File: src/rtl/declet_pkg.sv
package declet_pkg;
  localparam int NIB        = 4;
  localparam int DIGITS     = 3;
  localparam int BCD_W      = NIB * DIGITS;
  localparam int DECLET_W   = 10;
  localparam int PIPE_DEPTH = 3;

  // input bit positions of the digit top bits
  localparam int POS_A = BCD_W - 1;
  localparam int POS_E = 2 * NIB - 1;
  localparam int POS_I = NIB - 1;

  // the two symmetric output lanes (p/s and q/t)
  localparam int LANES    = 2;
  localparam int PQ_TERMS = 3;
  localparam int ST_TERMS = 4;
  localparam int VWX_TERMS = 3;
  localparam int PASS_BITS = DIGITS;

  // declet bit positions
  localparam int DEC_P = 9;
  localparam int DEC_S = 6;
  localparam int DEC_V = 3;
  localparam int DEC_W = 2;
  localparam int DEC_X = 1;

  typedef struct packed {
    logic loadPre;
    logic loadAnd;
    logic loadOr;
  } stageStrobes_t;

  // source bit of pass-through copy g: lowest bit of digit g (hundreds first)
  function automatic int passSrc(input int g);
    return NIB * (DIGITS - 1 - g);
  endfunction

  // destination declet bit of pass-through copy g
  function automatic int passDst(input int g);
    return (g == 0) ? 7 : ((g == 1) ? 4 : 0);
  endfunction
endpackage

File: src/rtl/declet_ctrl.sv
module declet_ctrl
  import declet_pkg::*;
(
  input  logic          clk,
  input  logic          rst,
  input  logic          inValid,
  output stageStrobes_t strobes,
  output logic          outValid
);
  logic [PIPE_DEPTH-1:0] validPipe;

  always_ff @(negedge clk) begin
    if (rst) begin
      validPipe <= '0;
    end else begin
      validPipe <= {validPipe[PIPE_DEPTH-2:0], inValid};
    end
  end

  always_comb begin
    strobes.loadPre = inValid;
    strobes.loadAnd = validPipe[0];
    strobes.loadOr  = validPipe[1];
  end

  assign outValid = validPipe[PIPE_DEPTH-1];
endmodule

File: src/rtl/declet_datapath.sv
module declet_datapath
  import declet_pkg::*;
(
  input  logic                clk,
  input  logic                rst,
  input  stageStrobes_t       strobes,
  input  logic [BCD_W-1:0]    inBcd,
  output logic [DECLET_W-1:0] outDeclet
);
  // ---------------- stage 1: raw digits and inverted top bits
  logic [BCD_W-1:0] rawQ;
  logic invAQ, invEQ, invIQ;

  always_ff @(negedge clk) begin
    if (rst) begin
      rawQ  <= '0;
      invAQ <= 1'b0;
      invEQ <= 1'b0;
      invIQ <= 1'b0;
    end else if (strobes.loadPre) begin
      rawQ  <= inBcd;
      invAQ <= ~inBcd[POS_A];
      invEQ <= ~inBcd[POS_E];
      invIQ <= ~inBcd[POS_I];
    end
  end

  logic bitA, bitE, bitI;
  assign bitA = rawQ[POS_A];
  assign bitE = rawQ[POS_E];
  assign bitI = rawQ[POS_I];

  // ---------------- stage 2: product terms
  logic [PQ_TERMS-1:0]  pqNext [LANES];
  logic [ST_TERMS-1:0]  stNext [LANES];
  logic [VWX_TERMS-1:0] vNext, wNext, xNext;
  logic [PASS_BITS-1:0] passNext;

  for (genvar l = 0; l < LANES; l++) begin : g_lane
    localparam int HUN = POS_A - 1 - l;
    localparam int TEN = POS_E - 1 - l;
    localparam int UNI = POS_I - 1 - l;
    assign pqNext[l][0] = invAQ & rawQ[HUN];
    assign pqNext[l][1] = bitA & rawQ[UNI] & invIQ;
    assign pqNext[l][2] = bitA & rawQ[TEN] & bitI & invEQ;
    assign stNext[l][0] = rawQ[TEN] & invEQ & invIQ;
    assign stNext[l][1] = rawQ[TEN] & invAQ & invEQ;
    assign stNext[l][2] = rawQ[UNI] & invAQ & bitE & invIQ;
    if (l == 0) begin : g_left
      assign stNext[l][3] = bitE & bitI;
    end else begin : g_right
      assign stNext[l][3] = bitA & bitI;
    end
  end

  assign vNext = {bitA, bitE, bitI};
  assign wNext = {bitA, bitE & bitI, invEQ & rawQ[POS_I-1] & invIQ};
  assign xNext = {bitE, bitA & bitI, invAQ & rawQ[POS_I-2] & invIQ};

  for (genvar g = 0; g < PASS_BITS; g++) begin : g_passAnd
    assign passNext[g] = rawQ[passSrc(g)];
  end

  logic [PQ_TERMS-1:0]  pqQ [LANES];
  logic [ST_TERMS-1:0]  stQ [LANES];
  logic [VWX_TERMS-1:0] vQ, wQ, xQ;
  logic [PASS_BITS-1:0] passQ;

  always_ff @(negedge clk) begin
    if (rst) begin
      for (int l = 0; l < LANES; l++) begin
        pqQ[l] <= '0;
        stQ[l] <= '0;
      end
      vQ    <= '0;
      wQ    <= '0;
      xQ    <= '0;
      passQ <= '0;
    end else if (strobes.loadAnd) begin
      for (int l = 0; l < LANES; l++) begin
        pqQ[l] <= pqNext[l];
        stQ[l] <= stNext[l];
      end
      vQ    <= vNext;
      wQ    <= wNext;
      xQ    <= xNext;
      passQ <= passNext;
    end
  end

  // ---------------- stage 3: OR combine
  logic [DECLET_W-1:0] decletNext;

  always_comb begin
    decletNext = '0;
    for (int l = 0; l < LANES; l++) begin
      decletNext[DEC_P-l] = |pqQ[l];
      decletNext[DEC_S-l] = |stQ[l];
    end
    decletNext[DEC_V] = |vQ;
    decletNext[DEC_W] = |wQ;
    decletNext[DEC_X] = |xQ;
    for (int g = 0; g < PASS_BITS; g++) begin
      decletNext[passDst(g)] = passQ[g];
    end
  end

  always_ff @(negedge clk) begin
    if (rst) begin
      outDeclet <= '0;
    end else if (strobes.loadOr) begin
      outDeclet <= decletNext;
    end
  end
endmodule

File: src/rtl/bcd_declet_packer.sv
module bcd_declet_packer
  import declet_pkg::*;
(
  input  logic                clk,
  input  logic                rst,
  input  logic                inValid,
  input  logic [BCD_W-1:0]    inBcd,
  output logic                outValid,
  output logic [DECLET_W-1:0] outDeclet
);
  stageStrobes_t strobes;

  declet_ctrl u_ctrl (
    .clk      (clk),
    .rst      (rst),
    .inValid  (inValid),
    .strobes  (strobes),
    .outValid (outValid)
  );

  declet_datapath u_dp (
    .clk       (clk),
    .rst       (rst),
    .strobes   (strobes),
    .inBcd     (inBcd),
    .outDeclet (outDeclet)
  );
endmodule

File: config.mk
export PLATFORM = sky130hd
export DESIGN_NAME = bcd_declet_packer
export DESIGN_NICKNAME = d
export VERILOG_FILES = /design/src/rtl/declet_pkg.sv /design/src/rtl/declet_ctrl.sv /design/src/rtl/declet_datapath.sv /design/src/rtl/bcd_declet_packer.sv
export SDC_FILE = /design/constraint.sdc
export NUM_CORES = 1
export LEC_CHECK = 0
export ABC_AREA = 1
export BUFFER_PORTS_ARGS = -buffer_cell sky130_fd_sc_hd__buf_2
export CAP_MARGIN = 20
export CORE_ASPECT_RATIO = 1.1
export CORE_UTILIZATION = 35
export DETAILED_ROUTE_END_ITERATION = 10
export MAX_ROUTING_LAYER = met4
export PLACE_DENSITY = 0.58
export RECOVER_POWER = 50
export SLEW_MARGIN = 20
export SYNTH_ARGS = -nofsm -noshare
export SYNTH_HDL_FRONTEND = slang
export SYNTH_SLANG_ARGS = --single-unit
export TNS_END_PERCENT = 1
File: constraint.sdc
create_clock -name clk -period 1.6 [get_ports clk]
set_input_delay 0.16 -clock clk [delete_from_list [all_inputs] [get_ports clk]]
set_output_delay 0.16 -clock clk [all_outputs]
set_load 0.005 [all_outputs]
==> results by group, run 1 <==
Global routing
  • Gr ovfl total: 0
  • Largest net degree at the start of global routing: 21
  • Vias in the first global route: 1632
  • Gr usage total: roughly 15%
  • First-pass GRT wire length: 6.44 mm
  • Initial antenna violation count: 0

Power
  • Pleak: about 1.3 nW
  • Final Power: ~2.9 mW
  • Pwr Density: 1180 nW/um^2
  • Worst vdd ir: 0.540 mV

Timing
  • Count of final max-slew check failures: 0
  • Setup ws final: -0.155 ns
  • Clock skew: 0.0144 ns
  • Tightest Pin Transition: ~0.43 ns
  • Final Hold Vio Count: 0
  • Setup TNS Final: -1.56 ns
  • Setup Viol. Count Final: 11
  • Relative slew slack: 71.3%
  • Worst hold slack: 0.446 ns
  • Unrepaired setup endpoints after global routing: yes

Detailed routing
  • Post-route ant nets: 0
  • Routed length per instance: 10.8 um
  • DRC viols: 0
  • DRT Pass-1 Iters: 4
  • Via density: around 4.5
  • Vias: 1619
  • Initial DRC count: 38
  • Drt total wl: 3.87 mm

Yosys
  • Syn_area_per_cell: 8.86 um^2
  • Synthesized instance count: 211
  • Syn. warnings: 0
  • Syn nets: 226
  • Synthesized area: between 1500 and 2000 um^2
  • #FFs+latches synth: 52
  • Share of the yosys chip area belonging to registers: 63.2%
  • Distinct cells, synth: 17

Critical path
  • Crit path kind: flop to output pin
  • Worst path cell trace: buf_2
  • Startpoint type of the worst setup path: flop
  • Buf/Inv on CP: 1
  • Crit end category: output pin
  • Kind of cell adding the most delay to the critical path: flip-flops
  • Largest stage delay, worst path: 0.31 ns
  • Worst EP required: between 1 and 1.5 ns
  • CP max-delay cell: dfxtp_2
  • WP data arrival: between 1.5 and 2 ns
  • CP max FO: 2

Layout
  • Fin nets: between 300 and 400
  • Antenna fix cells: 0
  • FILL cells: slightly above 500
  • Ratio of cells with drive above 1 in the final layout: between 15 and 20%
  • Sequential cell area: 1190 um^2
  • Layout area overhead: 30.0%
  • Multi-input gate area: about 570 um^2
  • Final instance area: 2430 um^2
  • Non-filler cells, final: 358

Placement
  • Cells after DPL: 299
  • GP Congestion: a little under 0.8
  • DP HPWL: between 2 and 3 mm
  • Cell Area, Placed: 2150 um^2
  • PortBufs: 25

Clock tree
  • H-tree depth: 2
  • Worst-skew pair later-pin latency: 0.37 ns
  • Post-CTS setup buffers: 0
  • Clock Pin Slew Worst Setup and Hold Paths: 0.04 ns
  • CTS buffer count: 5
  • CTS tree: done
  • Sink Count: 52
  • CTS max path bufs: 2
  • Root buf cell: clkbuf_8

Run status
  • Failing checks: negative setup slack
  • Status: finished, violations left

Floorplanning
  • Initial core utilization: 36.9%
  • Die Area: 5640 um^2
  • FP Rows: 27
  • Die width: around 70 um
  • Chip Height: 78.7 um
  • Boundary Pins: 26
  • Area of the core: 5070 um^2

Worst hold path
  • Hold Crit Class: flop to flop

Flow run
  • Max cap viols: 0
-- sequential cells by signal, summed over array words and instances (netlist names) --
| register | flops |
|---|---|
| u_dp.vQ | 3 |
| u_dp.rawQ | 12 |
| u_dp.xQ | 2 |
| u_dp.stQ | 8 |
| u_dp.outDeclet | 10 |
| u_ctrl.validPipe | 3 |
| u_dp.invAQ | 1 |
| u_dp.passQ | 3 |
| u_dp.wQ | 2 |
| u_dp.invEQ | 1 |
| u_dp.invIQ | 1 |
| u_dp.pqQ | 6 |
-- layer usage --
metal	wire, um	up-vias	track usage, %
met5	0	-	-
met4	79	0	11.2
met3	174	6	7.57
met2	1830	42	23.7
met1	1780	725	15.1
li1	-	846	-
-- cells in the final DEF, fill, tap and decap left out --
master / instances
a21oi_1: 11
buf_12: 2
buf_2: 20
buf_4: 6
buf_6: 4
clkbuf_1: 4
clkbuf_4: 1
clkbuf_8: 5
clkinv_1: 1
clkinvlp_2: 2
clkinvlp_4: 1
dfxtp_1: 28
dfxtp_2: 10
edfxtp_1: 14
inv_1: 64
inv_4: 1
nand2_1: 41
nand3_1: 5
nor2_1: 55
nor2_4: 1
nor3_1: 2
nor3b_1: 1
o21ai_0: 20
o21ai_1: 1
-- worst paths after layout --
check	slack, ns	endpoint	cells past startpoint	start
worst max-delay path	-0.15	outDeclet[2]	1	u_dp.outDeclet[2]
worst max register to register	0.41	u_dp.xQ[1]	5	u_ctrl.validPipe[0]
worst min register to register	0.45	u_dp.passQ[0]	2	u_dp.rawQ[8]
worst min-delay path	0.45	u_dp.passQ[0]	2	u_dp.rawQ[8]
-- worst reg2reg max path, delay by kind of cell, from the launching register on --
kind | cells | cell delay [ns]
simple gates | 3 | 0.53
flops | 1 | 0.38
buf+inv | 2 | 0.23
-- cell families after synthesis --
family / Yosys count / synth area share [%]
buffers and inverters: 22 / 5.49
AOI/OAI and AO/OA: 32 / 8.57
and+or+nand+nor: 105 / 22.8
DFF: 52 / 63.2
-- area by class of cell --
type	count	share of cell area, %
multi-input cells	137	23.6
clock inverters	55	8.70
well taps	58	2.99
inverters	14	2.32
flip-flops and latches	52	49.1
repair buffers	37	10.4
clock buffers	5	2.83
-- power by group --
group | switching, mW | total [mW] | leakage [nW] | internal (mW)
Sequential | 0.0369 | 1.46 | 0.467 | 1.42
Combinational | 0.0961 | 0.177 | 0.470 | 0.0806
Clock | 0.750 | 1.22 | 0.318 | 0.471
Total | 0.883 | 2.86 | 1.25 | 1.98
-- synthesized netlist by cell type --
library cell  instances  share of area, %
nand2_1              40               8.0
o21ai_1               1              0.27
dfxtp_1              38                41
nor3b_1               1              0.40
nor3_1                2              0.54
nand2_2               1              0.33
o21ai_0              20               5.4
edfxtp_1             14                22
buf_6                 1              0.60
nand3_1               5               1.3
a21oi_1              11               2.9
nor2_1               55                11
inv_1                14               2.8
inv_2                 1              0.20
buf_4                 2              0.80
nor2_8                1               1.1
buf_2                 4               1.1
-- repair_timing --
| item | in CTS | in global routing |
|---|---|---|
| gates resized for setup | 7 | 7 |
| endpoints found under the setup margin | 11 | 11 |
| hold buffers | 0 | 0 |
-- metrics by stage --
| stage | utilization, % | worst slack, ns |
|---|---|---|
| 2_1_floorplan | - | -0.219 |
| 3_3_place_gp | 42.4 | -0.158 |
| 3_5_place_dp | 42.4 | -0.168 |
| 4_1_cts | 48.0 | -0.169 |
| 5_1_grt | 48.0 | -0.193 |
| 6_report | 48.0 | -0.155 |
(Power assumes the default switching activity.)
==> inputs of run 2 (changes only) <==
CORE_UTILIZATION = 55   (was 35)
PLACE_DENSITY = 0.82   (was 0.58)
clock period = 1.9 ns   (was 1.6 ns; I/O delays follow)
==> results by group, run 2 (synthesized netlist as in run 1, its figures left out) <==
Run status
  • Status: finished, violations left
  • Failing checks: design-rule violations, negative setup slack

Layout
  • Fin nets: 312
  • Final instance area: between 2000 and 2500 um^2
  • Multi-input gate area: 586 um^2
  • FILL cells: 228
  • Ratio of cells with drive above 1 in the final layout: 17.1%
  • Non-filler cells, final: 332
  • Commonest cells after routing, fill and taps aside: inv_1, nor2_1, nand2_1, dfxtp_1, buf_2
  • Sequential cell area: 1190 um^2
  • Most common cell after layout, fill and taps aside: inv_1
  • Largest Register: u_dp.rawQ
  • Largest register FFs: 12
  • Antenna fix cells: 0
  • Biggest regs: u_dp.rawQ: 12 flops, u_dp.outDeclet: 10 flops, u_dp.stQ: 8 flops
  • Layout area overhead: 27.2%

Detailed routing
  • DRT Pass-1 Iters: 7
  • Routed length per instance: 11.2 um
  • DRC viols: 1
  • Via density: 4.92
  • Vias: 1632
  • Initial DRC count: 72
  • Post-route ant nets: 0
  • Drt total wl: 3.73 mm

Floorplanning
  • Die Area: 3640 um^2
  • FP Rows: 21
  • Initial core utilization: about three fifths
  • Chip Height: between 60 and 70 um
  • Boundary Pins: 26
  • Die width: between 50 and 60 um
  • Area of the core: 3150 um^2

Critical path
  • Largest stage delay, worst path: approximately 0.31 ns
  • WP data arrival: around 1.8 ns
  • CP max FO: 2
  • CP max-delay cell: dfxtp_2
  • Worst path cell trace: buf_2
  • Startpoint type of the worst setup path: flop
  • Kind of cell adding the most delay to the critical path: flip-flops
  • Worst EP required: 1.71 ns
  • Buf/Inv on CP: 1
  • Crit end category: output pin
  • Crit path kind: flop to output pin

Clock tree
  • CTS buffer count: 5
  • Root buf cell: clkbuf_4
  • Sink Count: 52
  • Clock Pin Slew Worst Setup and Hold Paths: 0.04 ns
  • CTS Hold Bufs: 0
  • Worst-skew pair later-pin latency: 0.45 ns
  • CTS tree: done
  • H-tree depth: 2
  • CTS max path bufs: 2

Flow run
  • Max cap viols: 0

Timing
  • Unrepaired setup endpoints after global routing: yes
  • Tightest Pin Transition: 0.433 ns
  • Final Hold Vio Count: 0
  • Setup Viol. Count Final: 11
  • Setup ws final: -0.0998 ns
  • Relative slew slack: 71.1%
  • Count of final max-slew check failures: 0
  • Clock skew: around 0.028 ns

Power
  • Worst vdd ir: 0.692 mV
  • Pleak: ~1.3 nW
  • Pwr Density: 1030 nW/um^2

Global routing
  • First-pass GRT wire length: 6.22 mm
  • Gr usage total: 23.6%
  • Largest net degree at the start of global routing: 17
  • Gr ovfl total: 0
  • Initial antenna violation count: 0
  • Vias in the first global route: 1655

Placement
  • GP Congestion: about 0.83
  • DP HPWL: around 2.3 mm
  • Cell Area, Placed: 2100 um^2
  • PortBufs: 25
  • Cells after DPL: between 200 and 300

Worst hold path
  • Hold Crit Class: flop to flop
-- run 2: cell type report --
cell class              count  share of cell area, %
clock inverters            55                   10.1
well taps                  34                   1.79
multi-input cells         137                   24.6
inverters                  14                   2.37
flip-flops and latches     52                   50.2
clock buffers               5                   1.58
repair buffers             35                   9.32
-- run 2: power breakdown --
group / internal, mW / switching [mW]
Clock: 0.422 / 0.656
Combinational: 0.0616 / 0.0834
Sequential: 1.19 / 0.0300
-- run 2: per-stage QoR --
step / util (%) / setup TNS (ns) / hold slack, ns / worst slack, ns / total power [mW]
final: 75.4 / -1.00 / 0.446 / -0.0998 / 2.45
after global placement: 66.7 / -0.370 / 0.434 / -0.0266 / 1.56
after CTS: 75.6 / -1.27 / 0.445 / -0.125 / 2.48
after global routing: 75.4 / -1.45 / 0.462 / -0.149 / 2.60
after floorplan: - / -1.38 / 0.414 / -0.0986 / 1.50
after detailed placement: 66.7 / -0.428 / 0.432 / -0.0307 / 1.56
-- run 2: worst register-to-register path, delay by kind of cell, from the launching register on --
family	cells	cell delay (ns)
AOI/OAI and AO/OA	1	0.09
buffers and inverters	1	0.25
DFF	1	0.57
and+or+nand+nor	1	0.20
-- run 2: worst paths after layout --
kind / from / to / slack (ns) / depth (start not counted)
worst min register to register: u_dp.rawQ[0] / u_dp.passQ[2] / 0.45 / 2
worst max register to register: u_ctrl.validPipe[1] / u_dp.outDeclet[3] / 0.66 / 3
worst min-delay path: u_dp.rawQ[0] / u_dp.passQ[2] / 0.45 / 2
worst max-delay path: u_dp.outDeclet[2] / outDeclet[2] / -0.1 / 1
-- run 2: repair_timing --
item | CTS | global route
setup endpoints to repair | 11 | 11
buffers inserted | 0 | 0
gates resized for setup | 7 | 5
-- run 2: routing by layer --
layer | part of all wire [%] | vias to the layer above | track usage, % | wire length (um)
met1 | 45 | 724 | 23.3 | 1670
met2 | 49 | 55 | 35.6 | 1810
met4 | 2.0 | 0 | 19.8 | 74
met3 | 4.7 | 6 | 9.65 | 174
met5 | 0 | - | - | 0
li1 | - | 847 | - | -
==> inputs of run 3 (changes only) <==
CORE_UTILIZATION = 58   (was 55)
CTS_BUF_LIST = sky130_fd_sc_hd__clkbuf_8   (was default)
PLACE_DENSITY = 0.85   (was 0.82)
==> results by group, run 3 (synthesized netlist as in run 1, its figures left out) <==
Timing
  • Final Hold Vio Count: 0
  • Relative slew slack: 70.0%
  • Unrepaired setup endpoints after global routing: yes
  • Setup ws final: -0.0668 ns
  • Tightest Pin Transition: 0.449 ns
  • Setup TNS Final: -0.364 ns
  • Clock skew: 0.0236 ns
  • Count of final max-slew check failures: 0
  • Setup Viol. Count Final: 11
  • Worst hold slack: 0.442 ns

Critical path
  • Kind of cell adding the most delay to the critical path: flip-flops
  • CP max-delay cell: dfxtp_2
  • Crit path kind: flop to output pin
  • Startpoint type of the worst setup path: flop
  • Buf/Inv on CP: 1
  • Largest stage delay, worst path: around 0.32 ns
  • WP data arrival: 1.78 ns
  • Worst path cell trace: buf_2
  • Worst EP required: 1.71 ns
  • CP max FO: 2
  • Flop-to-flop setup slack: between 0.5 and 0.6 ns
  • Crit end category: output pin

Power
  • Pwr Density: 1090 nW/um^2
  • Worst vdd ir: 0.882 mV
  • Pleak: about 1.3 nW
  • Final Power: 2.66 mW

Global routing
  • Met2 usage: between 40 and 50%
  • Gr ovfl total: 0
  • GRT busiest layer: met2
  • M3 GR Usage: 10.9%
  • Gr usage total: approximately 28%
  • Largest net degree at the start of global routing: 18
  • Met1 GRT Util: 27.3%
  • First-pass GRT wire length: 6.96 mm
  • Vias in the first global route: 1675
  • Initial antenna violation count: 0

Clock tree
  • Sink Count: 52
  • Worst-skew pair later-pin latency: 0.39 ns
  • CTS buffer count: 5
  • Clock Pin Slew Worst Setup and Hold Paths: 0.05 ns
  • H-tree depth: 2
  • Root buf cell: clkbuf_8
  • CTS max path bufs: 2
  • CTS tree: done
  • CTS Hold Bufs: 0

Layout
  • Commonest cells after routing, fill and taps aside: inv_1, nor2_1, nand2_1, dfxtp_1, o21ai_0
  • Biggest regs: u_dp.rawQ: 12 flops, u_dp.outDeclet: 10 flops, u_dp.stQ: 8 flops
  • Most common cell after layout, fill and taps aside: inv_1
  • Fin nets: 314
  • FILL cells: 191
  • Antenna fix cells: 0
  • Largest Register: u_dp.rawQ
  • Largest register FFs: 12
  • Ratio of cells with drive above 1 in the final layout: 18.3%
  • Layout area overhead: 30.0%

Floorplanning
  • Die Area: 3450 um^2
  • Die width: around 56 um
  • Chip Height: 61.5 um
  • Initial core utilization: 61.3%
  • Area of the core: 3050 um^2
  • FP Rows: 21
  • Boundary Pins: 26

Flow run
  • Max cap viols: 0

Detailed routing
  • Vias: 1732
  • Drt total wl: 4.63 mm
  • Via density: 5.19
  • Routed length per instance: about 14 um
  • DRT Pass-1 Iters: 5
  • Post-route ant nets: 0
  • DRC viols: 0
  • Initial DRC count: 111

Run status
  • Failing checks: negative setup slack
  • Status: finished, violations left

Placement
  • GP Congestion: between 0.8 and 0.9
  • PortBufs: 25
  • DP HPWL: 2.54 mm

Worst hold path
  • Hold Crit Class: flop to flop
[run 3: changes by cell type in the layout (fill, tap and decap cells not counted), moves of 3 or more]
cell	before	now
clkbuf_4	5	0
buf_2	22	19
buf_6	2	5
clkbuf_8	0	5
buf_4	4	8
[run 3: stage by stage]
step                util [%]  instances  instance area (um^2)  setup slack (ns)
floorplan                  -        211                  1890           -0.0986
global placement        68.8        274                  2100           -0.0276
detailed placement      68.8        274                  2100           -0.0405
CTS                     79.6        334                  2420           -0.0434
global route            79.7        334                  2430           -0.0982
finish                  79.7        334                  2430           -0.0668
[run 3: metal layers]
metal  share of wire (%)  vias to the layer above
met2                  53                       78
met3                 6.3                        7
met4                 1.3                        0
met5                   0                        -
met1                  39                      797
li1                    -                      850
[run 3: worst min-delay path, stage by stage, from the launching register on]
cell and delay, ns:
dfxtp_1 0.30, nand2_1 0.06, nand2_1 0.04
[run 3: final timing paths]
path	startpoint	endpoint	cells past startpoint
setup reg to reg	u_ctrl.validPipe[0]	u_dp.pqQ[0][5]	4
setup / recovery	u_dp.outDeclet[0]	outDeclet[0]	1
hold / removal	u_dp.rawQ[0]	u_dp.passQ[2]	2
hold reg to reg	u_dp.rawQ[0]	u_dp.passQ[2]	2
[run 3: area by class of cell]
| type | count | area, um^2 | share of cell area [%] |
|---|---|---|---|
| Sequential cell | 52 | 1190 | 49.1 |
| Multi-Input combinational cell | 137 | 577 | 23.7 |
| Timing Repair Buffer | 37 | 246 | 10.1 |
| Clock inverter | 55 | 245 | 10.1 |
| Clock buffer | 5 | 68.8 | 2.83 |
| Inverter | 14 | 56.3 | 2.32 |
| Tap cell | 34 | 42.5 | 1.75 |
[run 3: timing repair]
| action | in CTS | in global routing |
|---|---|---|
| endpoints found under the hold margin | 0 | 0 |
| gates resized for setup | 8 | 7 |
| buffers inserted | 1 | 0 |
| endpoints found under the setup margin | 11 | 11 |
[run 3: power by group]
part / total [mW] / leakage [nW] / internal (mW) / switching (mW)
clock: 1.27 / 0.338 / 0.550 / 0.719
sequential: 1.23 / 0.467 / 1.20 / 0.0358
combinational: 0.155 / 0.471 / 0.0666 / 0.0884
total: 2.66 / 1.28 / 1.81 / 0.843
